`config.mk`:
```
export PLATFORM = sky130hd
export DESIGN_NAME = seg_desc_loader
export DESIGN_NICKNAME = d
export VERILOG_FILES = /design/src/rtl/sdl_pkg.sv /design/src/rtl/sdl_tbl_sel.sv /design/src/rtl/sdl_unpack.sv /design/src/rtl/seg_desc_loader.sv
export SDC_FILE = /design/constraint.sdc
export NUM_CORES = 1
export LEC_CHECK = 0
export ABC_AREA = 1
export BUFFER_PORTS_ARGS = -buffer_cell sky130_fd_sc_hd__buf_2
export CORE_MARGIN = 2
export CORE_UTILIZATION = 59
export CTS_CLUSTER_DIAMETER = 120
export CTS_CLUSTER_SIZE = 40
export DETAILED_ROUTE_END_ITERATION = 7
export PLACE_DENSITY = 0.85
export SYNTH_ARGS = -nofsm -noshare
export SYNTH_HDL_FRONTEND = slang
export SYNTH_SLANG_ARGS = --single-unit
```
`constraint.sdc`:
```
create_clock -name clk -period 8.3 [get_ports clk]
set_clock_uncertainty 0.05 [all_clocks]
set_input_delay 1.245 -clock clk [delete_from_list [all_inputs] [get_ports clk]]
set_output_delay 1.245 -clock clk [all_outputs]
set_load 0.01 [all_outputs]
```
`src/rtl/sdl_pkg.sv`:
```
package sdl_pkg;
  localparam int SEL_W   = 16;
  localparam int WORD_W  = 32;
  localparam int IDX_W   = SEL_W - 3;
  localparam int LIM_W   = 20;
  localparam int GRAN_SH = 12;

  localparam logic [7:0] VEC_PROT = 8'd13;
  localparam logic [7:0] VEC_NP   = 8'd11;

  localparam logic [3:0] TYPE_LOCAL_TBL = 4'd2;

  typedef enum logic [2:0] {
    ST_IDLE,
    ST_CHK,
    ST_RD0,
    ST_RD1,
    ST_RD2,
    ST_WB
  } sdl_state_e;

  typedef struct packed {
    logic [WORD_W-1:0] base;
    logic [LIM_W-1:0]  limit;
    logic [7:0]        access;
    logic [3:0]        flags;
  } seg_desc_t;
endpackage

```
`src/rtl/sdl_tbl_sel.sv`:
```
module sdl_tbl_sel import sdl_pkg::*; #(
  parameter int GLIM_W = 16
) (
  input  logic [IDX_W-1:0]  idx,
  input  logic              ti,
  input  logic              ldt_mode,
  input  logic [WORD_W-1:0] gdt_base,
  input  logic [GLIM_W-1:0] gdt_lim,
  input  logic              ldt_null,
  input  logic [WORD_W-1:0] ldt_base,
  input  logic [LIM_W-1:0]  ldt_lim,
  input  logic              ldt_g,
  output logic [WORD_W-1:0] desc_addr,
  output logic              bound_err,
  output logic              null_ldt_err,
  output logic              ti_err,
  output logic              null_sel
);
  logic              use_ldt;
  logic [WORD_W-1:0] tbl_base;
  logic [WORD_W-1:0] tbl_lim;
  logic [WORD_W-1:0] ldt_lim_eff;
  logic [WORD_W-1:0] last_byte;

  always_comb begin
    use_ldt     = ti & ~ldt_mode;
    ldt_lim_eff = ldt_g ? WORD_W'({ldt_lim, {GRAN_SH{1'b1}}}) : WORD_W'(ldt_lim);
    tbl_base    = use_ldt ? ldt_base : gdt_base;
    tbl_lim     = use_ldt ? ldt_lim_eff : WORD_W'(gdt_lim);
    last_byte   = WORD_W'({idx, 3'b111});
    desc_addr   = tbl_base + WORD_W'({idx, 3'b000});
    bound_err   = last_byte > tbl_lim;
    null_ldt_err = use_ldt & ldt_null;
    ti_err      = ldt_mode & ti;
    null_sel    = ldt_mode & ~ti & (idx == '0);
  end
endmodule

```
`src/rtl/sdl_unpack.sv`:
```
module sdl_unpack import sdl_pkg::*; (
  input  logic [WORD_W-1:0] w0,
  input  logic [WORD_W-1:0] w1,
  output seg_desc_t         desc
);
  always_comb begin
    desc.base   = {w1[31:24], w1[7:0], w0[31:16]};
    desc.limit  = {w1[19:16], w0[15:0]};
    desc.access = w1[15:8];
    desc.flags  = w1[23:20];
  end
endmodule

```
`src/rtl/seg_desc_loader.sv`:
```
module seg_desc_loader import sdl_pkg::*; #(
  parameter int GLIM_W = 16
) (
  input  logic              clk,
  input  logic              rst_n,
  input  logic              gtab_wr_en,
  input  logic [31:0]       gtab_base_in,
  input  logic [GLIM_W-1:0] gtab_limit_in,
  input  logic              req_valid,
  input  logic [15:0]       req_sel,
  input  logic              req_ldt,
  output logic              busy,
  output logic              done,
  output logic              fault,
  output logic [7:0]        fault_vec,
  output logic [15:0]       fault_code,
  output logic              mem_rd_en,
  output logic              mem_wr_en,
  output logic [31:0]       mem_addr,
  output logic [31:0]       mem_wdata,
  input  logic [31:0]       mem_rdata,
  output logic [15:0]       seg_sel,
  output logic [31:0]       seg_base,
  output logic [19:0]       seg_limit,
  output logic [7:0]        seg_access,
  output logic [3:0]        seg_flags,
  output logic [15:0]       ldt_sel,
  output logic [31:0]       ldt_base,
  output logic [19:0]       ldt_limit,
  output logic              ldt_gran
);
  localparam logic [WORD_W-1:0] WORD_STEP = WORD_W'(4);
  localparam logic [WORD_W-1:0] ACC_MASK  = WORD_W'(32'h0000_0100);

  sdl_state_e        state_q, state_d;
  logic [SEL_W-1:0]  sel_q;
  logic              mode_q;
  logic [WORD_W-1:0] addr_q, w0_q, w1_q;
  logic [WORD_W-1:0] gbase_q;
  logic [GLIM_W-1:0] glim_q;
  logic [SEL_W-1:0]  lsel_q;
  logic [WORD_W-1:0] lbase_q;
  logic [LIM_W-1:0]  llim_q;
  logic              lg_q;
  logic [SEL_W-1:0]  ssel_q;
  seg_desc_t         seg_q;
  logic              done_q, done_d, fault_q, fault_d;
  logic [7:0]        fvec_q, fvec_d;
  logic [SEL_W-1:0]  fcode_q, fcode_d;

  logic cap_req, cap_addr, cap_w0, cap_w1, commit_seg, commit_ldt, clear_ldt;

  logic [WORD_W-1:0] desc_addr;
  logic              bound_err, null_ldt_err, ti_err, null_sel, ldt_null;
  logic [WORD_W-1:0] w1_cur;
  seg_desc_t         ud;

  assign ldt_null = (lsel_q[SEL_W-1:2] == '0);

  sdl_tbl_sel #(.GLIM_W(GLIM_W)) u_tbl (
    .idx          (sel_q[SEL_W-1:3]),
    .ti           (sel_q[2]),
    .ldt_mode     (mode_q),
    .gdt_base     (gbase_q),
    .gdt_lim      (glim_q),
    .ldt_null     (ldt_null),
    .ldt_base     (lbase_q),
    .ldt_lim      (llim_q),
    .ldt_g        (lg_q),
    .desc_addr    (desc_addr),
    .bound_err    (bound_err),
    .null_ldt_err (null_ldt_err),
    .ti_err       (ti_err),
    .null_sel     (null_sel)
  );

  assign w1_cur = (state_q == ST_RD2) ? mem_rdata : (w1_q | ACC_MASK);

  sdl_unpack u_unpack (
    .w0   (w0_q),
    .w1   (w1_cur),
    .desc (ud)
  );

  always_comb begin
    state_d    = state_q;
    done_d     = 1'b0;
    fault_d    = 1'b0;
    fvec_d     = fvec_q;
    fcode_d    = fcode_q;
    cap_req    = 1'b0;
    cap_addr   = 1'b0;
    cap_w0     = 1'b0;
    cap_w1     = 1'b0;
    commit_seg = 1'b0;
    commit_ldt = 1'b0;
    clear_ldt  = 1'b0;
    case (state_q)
      ST_IDLE: if (req_valid) begin
        cap_req = 1'b1;
        state_d = ST_CHK;
      end
      ST_CHK: begin
        state_d = ST_IDLE;
        if (null_sel) begin
          clear_ldt = 1'b1;
          done_d    = 1'b1;
        end else if (ti_err || null_ldt_err || bound_err) begin
          fault_d = 1'b1;
          fvec_d  = VEC_PROT;
          fcode_d = sel_q;
        end else begin
          cap_addr = 1'b1;
          state_d  = ST_RD0;
        end
      end
      ST_RD0: state_d = ST_RD1;
      ST_RD1: begin
        cap_w0  = 1'b1;
        state_d = ST_RD2;
      end
      ST_RD2: begin
        cap_w1  = 1'b1;
        state_d = ST_IDLE;
        if (!ud.access[7]) begin
          fault_d = 1'b1;
          fvec_d  = VEC_NP;
          fcode_d = sel_q;
        end else if (mode_q) begin
          if (!ud.access[4] && ud.access[3:0] == TYPE_LOCAL_TBL) begin
            commit_ldt = 1'b1;
            done_d     = 1'b1;
          end else begin
            fault_d = 1'b1;
            fvec_d  = VEC_PROT;
            fcode_d = sel_q;
          end
        end else if (!ud.access[4]) begin
          fault_d = 1'b1;
          fvec_d  = VEC_PROT;
          fcode_d = sel_q;
        end else if (ud.access[0]) begin
          commit_seg = 1'b1;
          done_d     = 1'b1;
        end else begin
          state_d = ST_WB;
        end
      end
      ST_WB: begin
        commit_seg = 1'b1;
        done_d     = 1'b1;
        state_d    = ST_IDLE;
      end
      default: state_d = ST_IDLE;
    endcase
  end

  always_ff @(posedge clk or negedge rst_n) begin
    if (!rst_n) begin
      state_q <= ST_IDLE;
      sel_q   <= '0;
      mode_q  <= 1'b0;
      addr_q  <= '0;
      w0_q    <= '0;
      w1_q    <= '0;
      gbase_q <= '0;
      glim_q  <= '0;
      lsel_q  <= '0;
      lbase_q <= '0;
      llim_q  <= '0;
      lg_q    <= 1'b0;
      ssel_q  <= '0;
      seg_q   <= '0;
      done_q  <= 1'b0;
      fault_q <= 1'b0;
      fvec_q  <= '0;
      fcode_q <= '0;
    end else begin
      state_q <= state_d;
      done_q  <= done_d;
      fault_q <= fault_d;
      fvec_q  <= fvec_d;
      fcode_q <= fcode_d;
      if (gtab_wr_en) begin
        gbase_q <= gtab_base_in;
        glim_q  <= gtab_limit_in;
      end
      if (cap_req) begin
        sel_q  <= req_sel;
        mode_q <= req_ldt;
      end
      if (cap_addr) addr_q <= desc_addr;
      if (cap_w0)   w0_q   <= mem_rdata;
      if (cap_w1)   w1_q   <= mem_rdata;
      if (commit_ldt) begin
        lsel_q  <= sel_q;
        lbase_q <= ud.base;
        llim_q  <= ud.limit;
        lg_q    <= ud.flags[3];
      end else if (clear_ldt) begin
        lsel_q  <= sel_q;
        lbase_q <= '0;
        llim_q  <= '0;
        lg_q    <= 1'b0;
      end
      if (commit_seg) begin
        ssel_q <= sel_q;
        seg_q  <= ud;
      end
    end
  end

  always_comb begin
    mem_rd_en = (state_q == ST_RD0) || (state_q == ST_RD1);
    mem_wr_en = (state_q == ST_WB);
    mem_addr  = (state_q == ST_RD0) ? addr_q : addr_q + WORD_STEP;
    mem_wdata = w1_q | ACC_MASK;
  end

  assign busy       = (state_q != ST_IDLE);
  assign done       = done_q;
  assign fault      = fault_q;
  assign fault_vec  = fvec_q;
  assign fault_code = fcode_q;
  assign seg_sel    = ssel_q;
  assign seg_base   = seg_q.base;
  assign seg_limit  = seg_q.limit;
  assign seg_access = seg_q.access;
  assign seg_flags  = seg_q.flags;
  assign ldt_sel    = lsel_q;
  assign ldt_base   = lbase_q;
  assign ldt_limit  = llim_q;
  assign ldt_gran   = lg_q;
endmodule

```
== After elaboration in Yosys (flattened, before gate mapping) ==
Cells that the tools add are included.
Cells by class
  bitwise logic cells: 7
  $lt $le $gt $ge: 1
  reduce and logical (&&, ||, !) cells: 12
  eq/ne operators: 11
  $add $sub $neg: 2
  muxes and demuxes: 63
Operator list (number)
  two-way mux 32 bit: 7
  two-way mux 16 bit: 8
  two-way mux 8 bit: 6
  two-way mux 20 bit: 2
  adder 32 x 16 -> 32 bit: 1
  adder 32 x 3 -> 32 bit (second input constant): 1
  > comparator 16 x 32 -> 1 bit: 1
  one-hot mux 16 bit (2 select lines): 1
  two-way mux 1 bit: 27
  one-hot mux 8 bit (2 select lines): 1
  two-way mux 3 bit: 5
  one-hot mux 3 bit (5 select lines): 1
  zero test 14 bit: 1
  zero test 13 bit: 1
  inequality test 4 bit (second input constant): 2
  equality test 3 x 2 -> 1 bit (second input constant): 2
  equality test 3 bit (second input constant): 2
  inequality test 2 bit (second input constant): 3
  bitwise AND 1 bit: 5
  AND reduction 5 bit: 1
  equality test 4 x 2 -> 1 bit (second input constant): 1
  two-way mux 2 bit: 2
  one-hot mux 1 bit (2 select lines): 2
  nonzero test 2 bit: 2
  other kinds (8): 11
Word-level totals
  register bits after elaboration: 339
  output and inout port bits: 242
  bits of input ports: 101
  word-level logic and storage cells: 117

== Logic depth before layout (Yosys ltp) ==
Gate-level depths: netlist of the first run.
  depth after elaboration: 9
  depth in mapped cells: 20
  mapped depth without buffers: 17

== Hierarchy ==
Synthesis of the first run repeated with hierarchy kept, for this count alone.
Second synthesis, totals
  cells, all modules: 2051
  area total of the unflattened synthesis: 17036.3 um2
By module, submodules not included
  seg_desc_loader: sequential area each 8333.0 um2, area each 13843.3 um2, times used 1, cells an instance 1454
  sdl_tbl_sel: sequential area each 0.0 um2, area each 2712.6 um2, times used 1, cells an instance 533
  sdl_unpack: sequential area each 0.0 um2, area each 480.5 um2, times used 1, cells an instance 64

== Worst setup path before layout of the first run ==
Ideal clock, no wire load.
  path kind: reg-to-output
  start: reg state_q[2]
  end: out mem_addr[22]
  stages on the path, launching flop included: 10
  path buffers: 0
  data required time: 7.005 ns
  data arrival time: 1.634 ns
  path slack: 5.371 ns
  path through: dfrtp_1 -> nor2_1 -> nand2_2 -> nand3_2 -> nor3_4 -> nand2_2 -> nor2_2 -> nand2_1 -> nor2_2 -> xor2_1
On the way
  word-level cells in the longest chain between the ends: 2
Ends and longest elaborated chain
  start, declared: line seg_desc_loader.sv:35  | sdl_state_e state_q, state_d;
  start signal, assigned: line seg_desc_loader.sv:179  | state_q <= state_d;
  equality test 3 x 2 -> 1 bit: line seg_desc_loader.sv:216  | mem_addr = (state_q == ST_RD0) ? addr_q : addr_q + WORD_STEP;
  two-way mux 32 bit: line seg_desc_loader.sv:216
  end, declared: line seg_desc_loader.sv:19  | output logic [31:0] mem_addr,
No other way between the ends.

==> results of run 1 <==
power by group:
group	internal, W	total (W)	leakage (nW)	switching, W
sequential	0.00218	0.00266	4.11	0.000477
combinational	0.00104	0.00291	5.43	0.00188
clock	0.000294	0.000791	0.175	0.000497
total	0.00352	0.00636	9.72	0.00285
metal layers:
metal / global-route usage, % / share of wire [%] / wire, microns / up-vias
li1: - / - / - / 6504
met1: 45.5 / 42 / 19200 / 6626
met2: 49.7 / 45 / 20500 / 595
met3: 6.23 / 8.6 / 3910 / 105
met4: 12.5 / 4.2 / 1890 / 2
met5: 0 / 0.029 / 13 / -
sequential cells by signal (all words and copies together) (netlist names):
name        cells
seg_sel        16
seg_base       32
w0_q           32
ldt_limit      20
addr_q         32
ldt_gran        1
done            1
fault_vec       3
gbase_q        32
fault_code     16
w1_q           31
ldt_base       32
ldt_sel        16
seg_flags       4
glim_q         16
fault           1
seg_limit      20
sel_q          16
seg_access      8
state_q         3
mode_q          1
through the flow:
step	worst slack [ns]	area [sq um]	hold slack, ns
6_report	3.87	17900	0.434
3_3_place_gp	4.20	17600	0.396
4_1_cts	3.95	17900	0.436
5_1_grt	3.43	17900	0.470
3_5_place_dp	3.98	17600	0.403
2_1_floorplan	5.37	15900	0.399
cell type report:
class / count / area [sq um]
Multi-Input combinational cell: 1199 / 6100
Timing Repair Buffer: 345 / 1760
Fill cell: 2138 / 8270
Tap cell: 335 / 419
Sequential cell: 333 / 8330
Clock buffer: 13 / 325
Antenna cell: 3 / 7.51
Inverter: 256 / 963
Clock inverter: 2 / 28.8
cell usage after synthesis, drive strengths merged:
library cell / n / area (sq um)
or2: 2 / 12.5
mux2: 35 / 394
xnor2: 11 / 96.3
xor2: 29 / 254
nor4: 2 / 12.5
nor3b: 1 / 12.5
ha: 27 / 338
inv: 256 / 961
nor3: 20 / 116
clkbuf: 34 / 128
conb: 2 / 7.51
dfrtp: 333 / 8330
a31oi: 5 / 31.3
buf: 49 / 335
o22ai: 53 / 332
nand4: 18 / 119
a21oi: 34 / 170
o21ai: 199 / 1000
nor2: 93 / 387
fa: 1 / 20.0
o21a: 21 / 158
nand3: 104 / 543
nand2: 534 / 2040
nand3b: 5 / 41.3
kinds of logic (layout without fill, tap and decap cells):
group           after synthesis  in the layout  synth area share [%]
mux                          35             35                  2.49
buf+inv                     339            616                  8.99
compound gates              312            312                  10.7
fa+ha+maj                    28             28                  2.26
flops                       333            333                  52.6
other cells                   2              8                0.0474
xor+xnor                     40             40                  2.21
simple gates                779            779                  20.7
critical path: cells and delay by family, from the launching register on:
| family | cells | cell delay [ns] |
|---|---|---|
| buf+inv | 2 | 0.86 |
| flops | 1 | 0.45 |
| simple gates | 11 | 2.86 |
path summary, 6_finish.rpt:
kind | startpoint | endpoint | slack, ns | cells past startpoint
worst max-delay path | state_q[0] | fault_code[3] | 3.87 | 13
worst min-delay path | seg_access[0] | seg_access[0] | 0.43 | 1
worst max register to register | state_q[0] | fault_code[3] | 3.87 | 13
worst min register to register | seg_access[0] | seg_access[0] | 0.43 | 1
max in group asynchronous | rst_n | addr_q[27] | 5.81 | 2
min in group asynchronous | rst_n | w0_q[9] | 0.79 | 1
==> flow_metrics.env, run 1 <==
export IMPL_setup_viol=0
export IMPL_max_stage_delay_ns=0.60
export IMPL_grt_max_degree=140
export IMPL_core_area_sq_um=26200
export IMPL_first_iter_violations=1454
export IMPL_grt_pass1_vias=13200
export IMPL_place_inst=2468
export IMPL_cp_required_ns=8.67
export IMPL_area_growth_pct=13.2
export IMPL_final_cell_mix="nand2_1, buf_2, dfrtp_1, inv_1, o21ai_0"
export IMPL_cp_cell_sequence="nor2_2, nand2_2, inv_2, nand2_1, nand2_2, nor2_1, nand3_4, buf_4, nand2_4, nor2_4, nand2_2, nand2_1, nand2_1"
export IMPL_clk_latency_ns=0.52
export IMPL_relSlewSlack_pct=28.1
export IMPL_final_cell_count_no_fill=2486
export IMPL_num_vias=13800
export IMPL_htreeDepth=1
export IMPL_power_w=0.00636
export IMPL_tns_ns=0
export IMPL_ir_drop_uv=219
export IMPL_die_h_microns=168
export IMPL_via_per_inst=5.56
export IMPL_finalCriticalPeriod_ns=4.43
export IMPL_die_area_sq_um=28200
export IMPL_holdBufCountCts=0
export IMPL_ctsRootBufferMaster="clkbuf_16"
export IMPL_worst_path_max_fanout=71
export IMPL_fmax_mhz=226
export IMPL_pin_count=343
export IMPL_numCtsBuffers=12
export IMPL_drt_pre_antenna_iters=5
export IMPL_maxCapViolations=0
export IMPL_slew_violations=0
export IMPL_ys_seq_elements=333
export IMPL_cts_tree="yes"
export IMPL_io_buffers=337
export IMPL_cp_arrival_ns=4.80
export IMPL_synth_area_sq_um=15800
export IMPL_hold_viol=0
export IMPL_initial_core_util_pct=60.4
export IMPL_yosysSeqAreaShare_pct=52.6
export IMPL_yosys_warnings=0
export IMPL_post_drt_wl_per_cell_microns=18.3
export IMPL_track_usage_pct=32.2
export IMPL_syn_inst=1868
export IMPL_gp_congestion=0.908
export IMPL_final_common_cell="nand2_1"
export IMPL_drcViolationCount=0
export IMPL_antenna_found_initial=4
export IMPL_critPathKind="flip-flop to flip-flop"
export IMPL_finish_utilization_pct=68.4
export IMPL_ant_nets=0
export IMPL_worst_pin_slew_ns=1.07
export IMPL_cts_max_path_buffers=3
export IMPL_avgSynthCellArea_sq_um=8.48
export IMPL_power_density_nw_per_um2=355
export IMPL_leakage_nw=9.72
export IMPL_die_x_microns=168
export IMPL_status="complete, no violations"
export IMPL_nNetsFinal=2276
export IMPL_num_rows=59
export IMPL_drt_total_wl_microns=45500
export IMPL_period_share_pct=53.3
export IMPL_grt_ovfl_total=0
export IMPL_drive_above_1_share_pct=20.0
export IMPL_worstSetupEndpointType="flip-flop"
export IMPL_cts_sinks=333
export IMPL_cp_start_kind="flip-flop"
export IMPL_hold_path_class="flip-flop to flip-flop"
export IMPL_clk_pin_slew_ns=0.14
export IMPL_ys_types=41
export IMPL_hpwlAfterDp_microns=34400
export IMPL_worst_path_max_delay_cell="nand2_2"
export IMPL_grt_pass1_wl_microns=71200
export IMPL_post_cts_setup_buffers=0
export IMPL_rsz0062_at_grt="no"
export IMPL_cts_resized=0
No activity file was read; power rests on OpenSTA's default activity.
==> inputs of run 2 (changes only) <==
Settings changed: CORE_UTILIZATION 59 to 50, PLACE_DENSITY 0.85 to 0.76.
Clock period 8.3 ns to 3.85 ns, I/O delays scaled along.
==> flow_metrics.env, run 2 (same netlist as run 1, synthesis figures left out) <==
export IMPL_initial_core_util_pct=50.5
export IMPL_die_area_sq_um=33100
export IMPL_pin_count=343
export IMPL_grt_pass1_vias=12900
export IMPL_io_buffers=337
export IMPL_fmax_mhz=282
export IMPL_top_usage_layer="met2"
export IMPL_cts_max_path_buffers=3
export IMPL_area_growth_pct=14.6
export IMPL_place_inst=2548
export IMPL_post_drt_wl_per_cell_microns=18.2
export IMPL_grt_max_degree=88
export IMPL_post_cts_setup_buffers=0
export IMPL_grt_pass1_wl_microns=72700
export IMPL_ir_drop_uv=432
export IMPL_hpwlAfterDp_microns=35800
export IMPL_met3_usage_pct=5.40
export IMPL_cp_start_kind="flip-flop"
export IMPL_cp_required_ns=4.25
export IMPL_finalCriticalPeriod_ns=3.54
export IMPL_cp_arrival_ns=3.95
export IMPL_worst_path_max_fanout=20
export IMPL_met1_usage_pct=40.0
export IMPL_num_vias=13800
export IMPL_numCtsBuffers=12
export IMPL_clk_pin_slew_ns=0.15
export IMPL_period_share_pct=92.0
export IMPL_first_iter_violations=1025
export IMPL_power_density_nw_per_um2=760
export IMPL_relSlewSlack_pct=30.3
export IMPL_slew_violations=0
export IMPL_nNetsFinal=2289
export IMPL_die_x_microns=182
export IMPL_maxCapViolations=0
export IMPL_clk_latency_ns=0.52
export IMPL_grt_ovfl_total=0
export IMPL_finish_instance_area_sq_um=18100
export IMPL_gp_congestion=0.904
export IMPL_setup_slack_ns=0.309
export IMPL_htreeDepth=1
export IMPL_rsz0062_at_grt="no"
export IMPL_drive_above_1_share_pct=20.5
export IMPL_worst_path_max_delay_cell="dfrtp_1"
export IMPL_placed_cell_area_sq_um=17800
export IMPL_via_per_inst=5.36
export IMPL_cp_cell_sequence="inv_2, nor2_4, nand2_1, o22ai_1, a21oi_1, ha_1, nand2_1, nor2_1, nand3_1, nor2_1, nand3_1, nand3_1, nand3_2, nand2_2, nand2_1, nand2_1"
export IMPL_drt_pre_antenna_iters=6
export IMPL_hold_viol=3
export IMPL_setup_viol=0
export IMPL_final_cell_count_no_fill=2565
export IMPL_final_common_cell="nand2_1"
export IMPL_cpMostUsedCell="nand2_1"
export IMPL_cts_tree="yes"
export IMPL_use_met2_pct=44.7
export IMPL_max_stage_delay_ns=0.53
export IMPL_worst_pin_slew_ns=1.04
export IMPL_holdBufCountCts=0
export IMPL_drcViolationCount=0
export IMPL_ant_nets=0
export IMPL_cts_sinks=333
export IMPL_violations="hold timing"
export IMPL_ctsRootBufferMaster="clkbuf_16"
export IMPL_die_h_microns=182
export IMPL_track_usage_pct=27.9
export IMPL_insertedDiodeCount=0
export IMPL_status="complete, but fails checks"
export IMPL_hold_path_class="input pin to asynchronous set/reset pin"
export IMPL_leakage_nw=9.80
export IMPL_final_cell_mix="nand2_1, buf_2, dfrtp_1, inv_1, o21ai_0"
export IMPL_finish_utilization_pct=57.8
export IMPL_cts_resized=0
export IMPL_core_area_sq_um=31400
export IMPL_tns_ns=0
export IMPL_startpoint="sel_q[2]"
export IMPL_dp_slack_ns=0.497
export IMPL_critPathKind="flip-flop to flip-flop"
export IMPL_worstSetupEndpointType="flip-flop"
export IMPL_reg2reg_from="sel_q[2]"
export IMPL_whs_ns=-0.0136
export IMPL_num_rows=65
export IMPL_drt_total_wl_microns=46700
export IMPL_antenna_found_initial=1
run 2: cell types whose count changed in the layout (fill, tap and decap cells not counted), sizes merged:
| cell | change |
|---|---|
| clkbuf | +2 |
| buf | +13 |
| diode | -3 |
run 2: critical path: cells and delay by family (launching register included):
kind,cells,cell delay (ns)
simple gates,12,2.12
flops,1,0.53
fa+ha+maj,1,0.34
compound gates,2,0.32
buf+inv,1,0.12
run 2: where the power goes:
| group | internal [W] | total, W | switching [W] |
|---|---|---|---|
| clock network | 0.000657 | 0.00173 | 0.00108 |
| registers | 0.00471 | 0.00574 | 0.00103 |
| logic | 0.00227 | 0.00632 | 0.00406 |
| total | 0.00763 | 0.0138 | 0.00616 |
run 2: cell type report:
type / count / area, sq um
Fill cell: 2855 / 13200
Timing Repair Buffer: 358 / 1880
Clock inverter: 2 / 25.0
Tap cell: 402 / 503
Inverter: 256 / 963
Multi-Input combinational cell: 1199 / 6100
Sequential cell: 333 / 8330
Clock buffer: 15 / 343
run 2: metal layers:
metal	wire, microns	vias to the layer above
met5	2	-
met4	1000	2
met3	3660	64
met2	21300	512
met1	20700	6643
li1	-	6529
run 2: metrics by stage:
stage          total power (W)  hold slack (ns)
2_1_floorplan          0.00962            0.232
3_3_place_gp            0.0119            0.396
3_5_place_dp            0.0121            0.404
4_1_cts                 0.0138           0.0192
5_1_grt                 0.0149           0.0329
6_report                0.0138          -0.0136
run 2: final timing paths:
kind                                  to  slack [ns]  cells past startpoint
max in group asynchronous   seg_base[20]        2.79                      2
min                         seg_flags[2]       -0.01                      1
max                        fault_code[8]        0.31                     16
min in group clk             gbase_q[30]        0.22                      3
min reg2reg                fault_code[9]        0.43                      2
max reg2reg                fault_code[8]        0.31                     16
==> inputs of run 3 (changes only) <==
Settings changed: CORE_MARGIN 2 to default.
==> flow_metrics.env, run 3 (same netlist as run 1, synthesis figures left out) <==
export IMPL_first_iter_violations=1040
export IMPL_cp_cell_sequence="inv_2, nand2_4, nor2_2, a21oi_1, ha_1, nand2_1, nor2_1, nand3_1, nor2_1, nand3_1, nand3_1, nand3_2, nand2_4, nand2_1, nand2_1"
export IMPL_num_vias=13700
export IMPL_critPathKind="flip-flop to flip-flop"
export IMPL_hold_path_class="input pin to asynchronous set/reset pin"
export IMPL_period_share_pct=91.7
export IMPL_dp_slack_ns=0.308
export IMPL_maxCapViolations=0
export IMPL_post_cts_setup_buffers=0
export IMPL_cp_required_ns=4.29
export IMPL_grt_pass1_vias=13100
export IMPL_clk_latency_ns=0.54
export IMPL_finish_utilization_pct=58.7
export IMPL_power_switching_w=0.00617
export IMPL_holdBufCountCts=0
export IMPL_post_drt_wl_per_cell_microns=18.4
export IMPL_via_per_inst=5.35
export IMPL_rsz0062_at_grt="no"
export IMPL_pwr_share_seq_pct=41.5
export IMPL_drive_above_1_share_pct=20.2
export IMPL_grt_ovfl_total=0
export IMPL_worst_path_max_fanout=47
export IMPL_r2r_end="fault_code[0]"
export IMPL_final_common_cell="nand2_1"
export IMPL_cts_resized=0
export IMPL_cts_tree="yes"
export IMPL_drcViolationCount=0
export IMPL_die_x_microns=180
export IMPL_p_sw_share_pct=44.8
export IMPL_grt_max_degree=101
export IMPL_numCtsBuffers=12
export IMPL_reg2reg_from="mode_q"
export IMPL_setup_viol=0
export IMPL_cts_sinks=333
export IMPL_track_usage_pct=28.9
export IMPL_place_inst=2536
export IMPL_cp_num_buf_inv=1
export IMPL_relSlewSlack_pct=20.8
export IMPL_num_rows=64
export IMPL_pin_count=343
export IMPL_leakage_nw=9.79
export IMPL_rr_worst_depth=15
export IMPL_final_cell_mix="nand2_1, buf_2, dfrtp_1, inv_1, o21ai_0"
export IMPL_whs_ns=0.00241
export IMPL_core_area_sq_um=30900
export IMPL_setup_slack_ns=0.321
export IMPL_htreeDepth=1
export IMPL_internal_power_w=0.00761
export IMPL_ir_drop_uv=485
export IMPL_p_clk_share_pct=12.4
export IMPL_cp_start_kind="flip-flop"
export IMPL_io_buffers=337
export IMPL_antenna_found_initial=4
export IMPL_hpwlAfterDp_microns=35800
export IMPL_worst_pin_slew_ns=1.19
export IMPL_ctsRootBufferMaster="clkbuf_16"
export IMPL_initial_core_util_pct=51.2
export IMPL_finalCriticalPeriod_ns=3.53
export IMPL_cp_depth=15
export IMPL_grt_pass1_wl_microns=72900
export IMPL_nNetsFinal=2283
export IMPL_slew_violations=0
export IMPL_power_density_nw_per_um2=760
export IMPL_die_h_microns=180
export IMPL_tns_ns=0
export IMPL_cp_top_family="simple AND/OR/NAND/NOR gates"
export IMPL_cp_arrival_ns=3.96
export IMPL_final_cell_count_no_fill=2555
export IMPL_p_comb_share_pct=46.2
export IMPL_hold_viol=0
export IMPL_cts_max_path_buffers=3
export IMPL_fmax_mhz=283
export IMPL_clk_pin_slew_ns=0.14
export IMPL_reg2reg_slack_ns=0.32
export IMPL_drt_pre_antenna_iters=5
export IMPL_gp_congestion=0.909
export IMPL_drt_total_wl_microns=47000
export IMPL_die_area_sq_um=32400
export IMPL_worst_path_max_delay_cell="dfrtp_1"
export IMPL_area_growth_pct=14.6
export IMPL_ant_nets=0
export IMPL_max_stage_delay_ns=0.48
export IMPL_worstSetupEndpointType="flip-flop"
export IMPL_status="complete, no violations"
-- run 3: cell count changes in the layout (fill, tap and decap cells not counted) --
cell       previous run  this run
buf_12                2         5
buf_4                19        10
clkbuf_1              1         0
clkbuf_8              1         0
clkinv_16             0         1
clkinv_4              0         1
diode_2               0         4
inv_12                1         0
inv_6                 1         0
nand2_2               5         4
nand2_4               3         4
nor2_2                9         8
nor2_4                2         3
-- run 3: area by class of cell --
class,count,area (sq um)
inverter,256,963
clock buffer,13,325
tap,396,495
antenna,4,10.0
multi-input combinational,1199,6110
timing repair buffer,352,1870
sequential,333,8330
fill,2817,12800
clock inverter,2,38.8
-- run 3: worst max path at each step --
stage          slack, ns        endpoint    from
6_report            0.32   fault_code[0]  mode_q
5_1_grt            0.008  fault_code[11]  mode_q
4_1_cts             0.26   fault_code[0]  mode_q
3_5_place_dp        0.31   fault_code[0]  mode_q
3_3_place_gp        0.48   fault_code[1]  mode_q
2_1_floorplan       1.03      addr_q[19]  mode_q
-- run 3: worst register-to-register path, stage by stage, from the launching register on --
cell and delay (ns):
dfrtp_1 0.48, inv_2 0.31, nand2_4 0.35, nor2_2 0.32
a21oi_1 0.13, ha_1 0.32, nand2_1 0.07, nor2_1 0.15
nand3_1 0.11, nor2_1 0.09, nand3_1 0.07, nand3_1 0.18
nand3_2 0.35, nand2_4 0.35, nand2_1 0.10, nand2_1 0.06
-- run 3: routing by layer --
| metal | vias to the layer above | track usage (%) | wire length [microns] | share of wire (%) |
|---|---|---|---|---|
| li1 | 6525 | - | - | - |
| met2 | 525 | 44.8 | 20900 | 45 |
| met5 | - | 0 | 12 | 0.026 |
| met3 | 83 | 5.71 | 3590 | 7.6 |
| met1 | 6526 | 40.2 | 20700 | 44 |
| met4 | 2 | 10.7 | 1690 | 3.6 |
-- run 3: power groups by stage --
| stage | logic [W] | clock network, W | registers, W |
|---|---|---|---|
| after global routing | 0.00712 | 0.00184 | 0.00585 |
| final | 0.00636 | 0.00171 | 0.00571 |
| after floorplan | 0.00378 | 0 | 0.00584 |
| after CTS | 0.00633 | 0.00174 | 0.00570 |
| after global placement | 0.00615 | 0 | 0.00572 |
| after detailed placement | 0.00631 | 0 | 0.00575 |
-- run 3: stage by stage --
step	power, W	area, sq um
2_1_floorplan	0.00962	15900
3_3_place_gp	0.0119	17800
3_5_place_dp	0.0121	17800
4_1_cts	0.0138	18100
5_1_grt	0.0148	18100
6_report	0.0138	18100
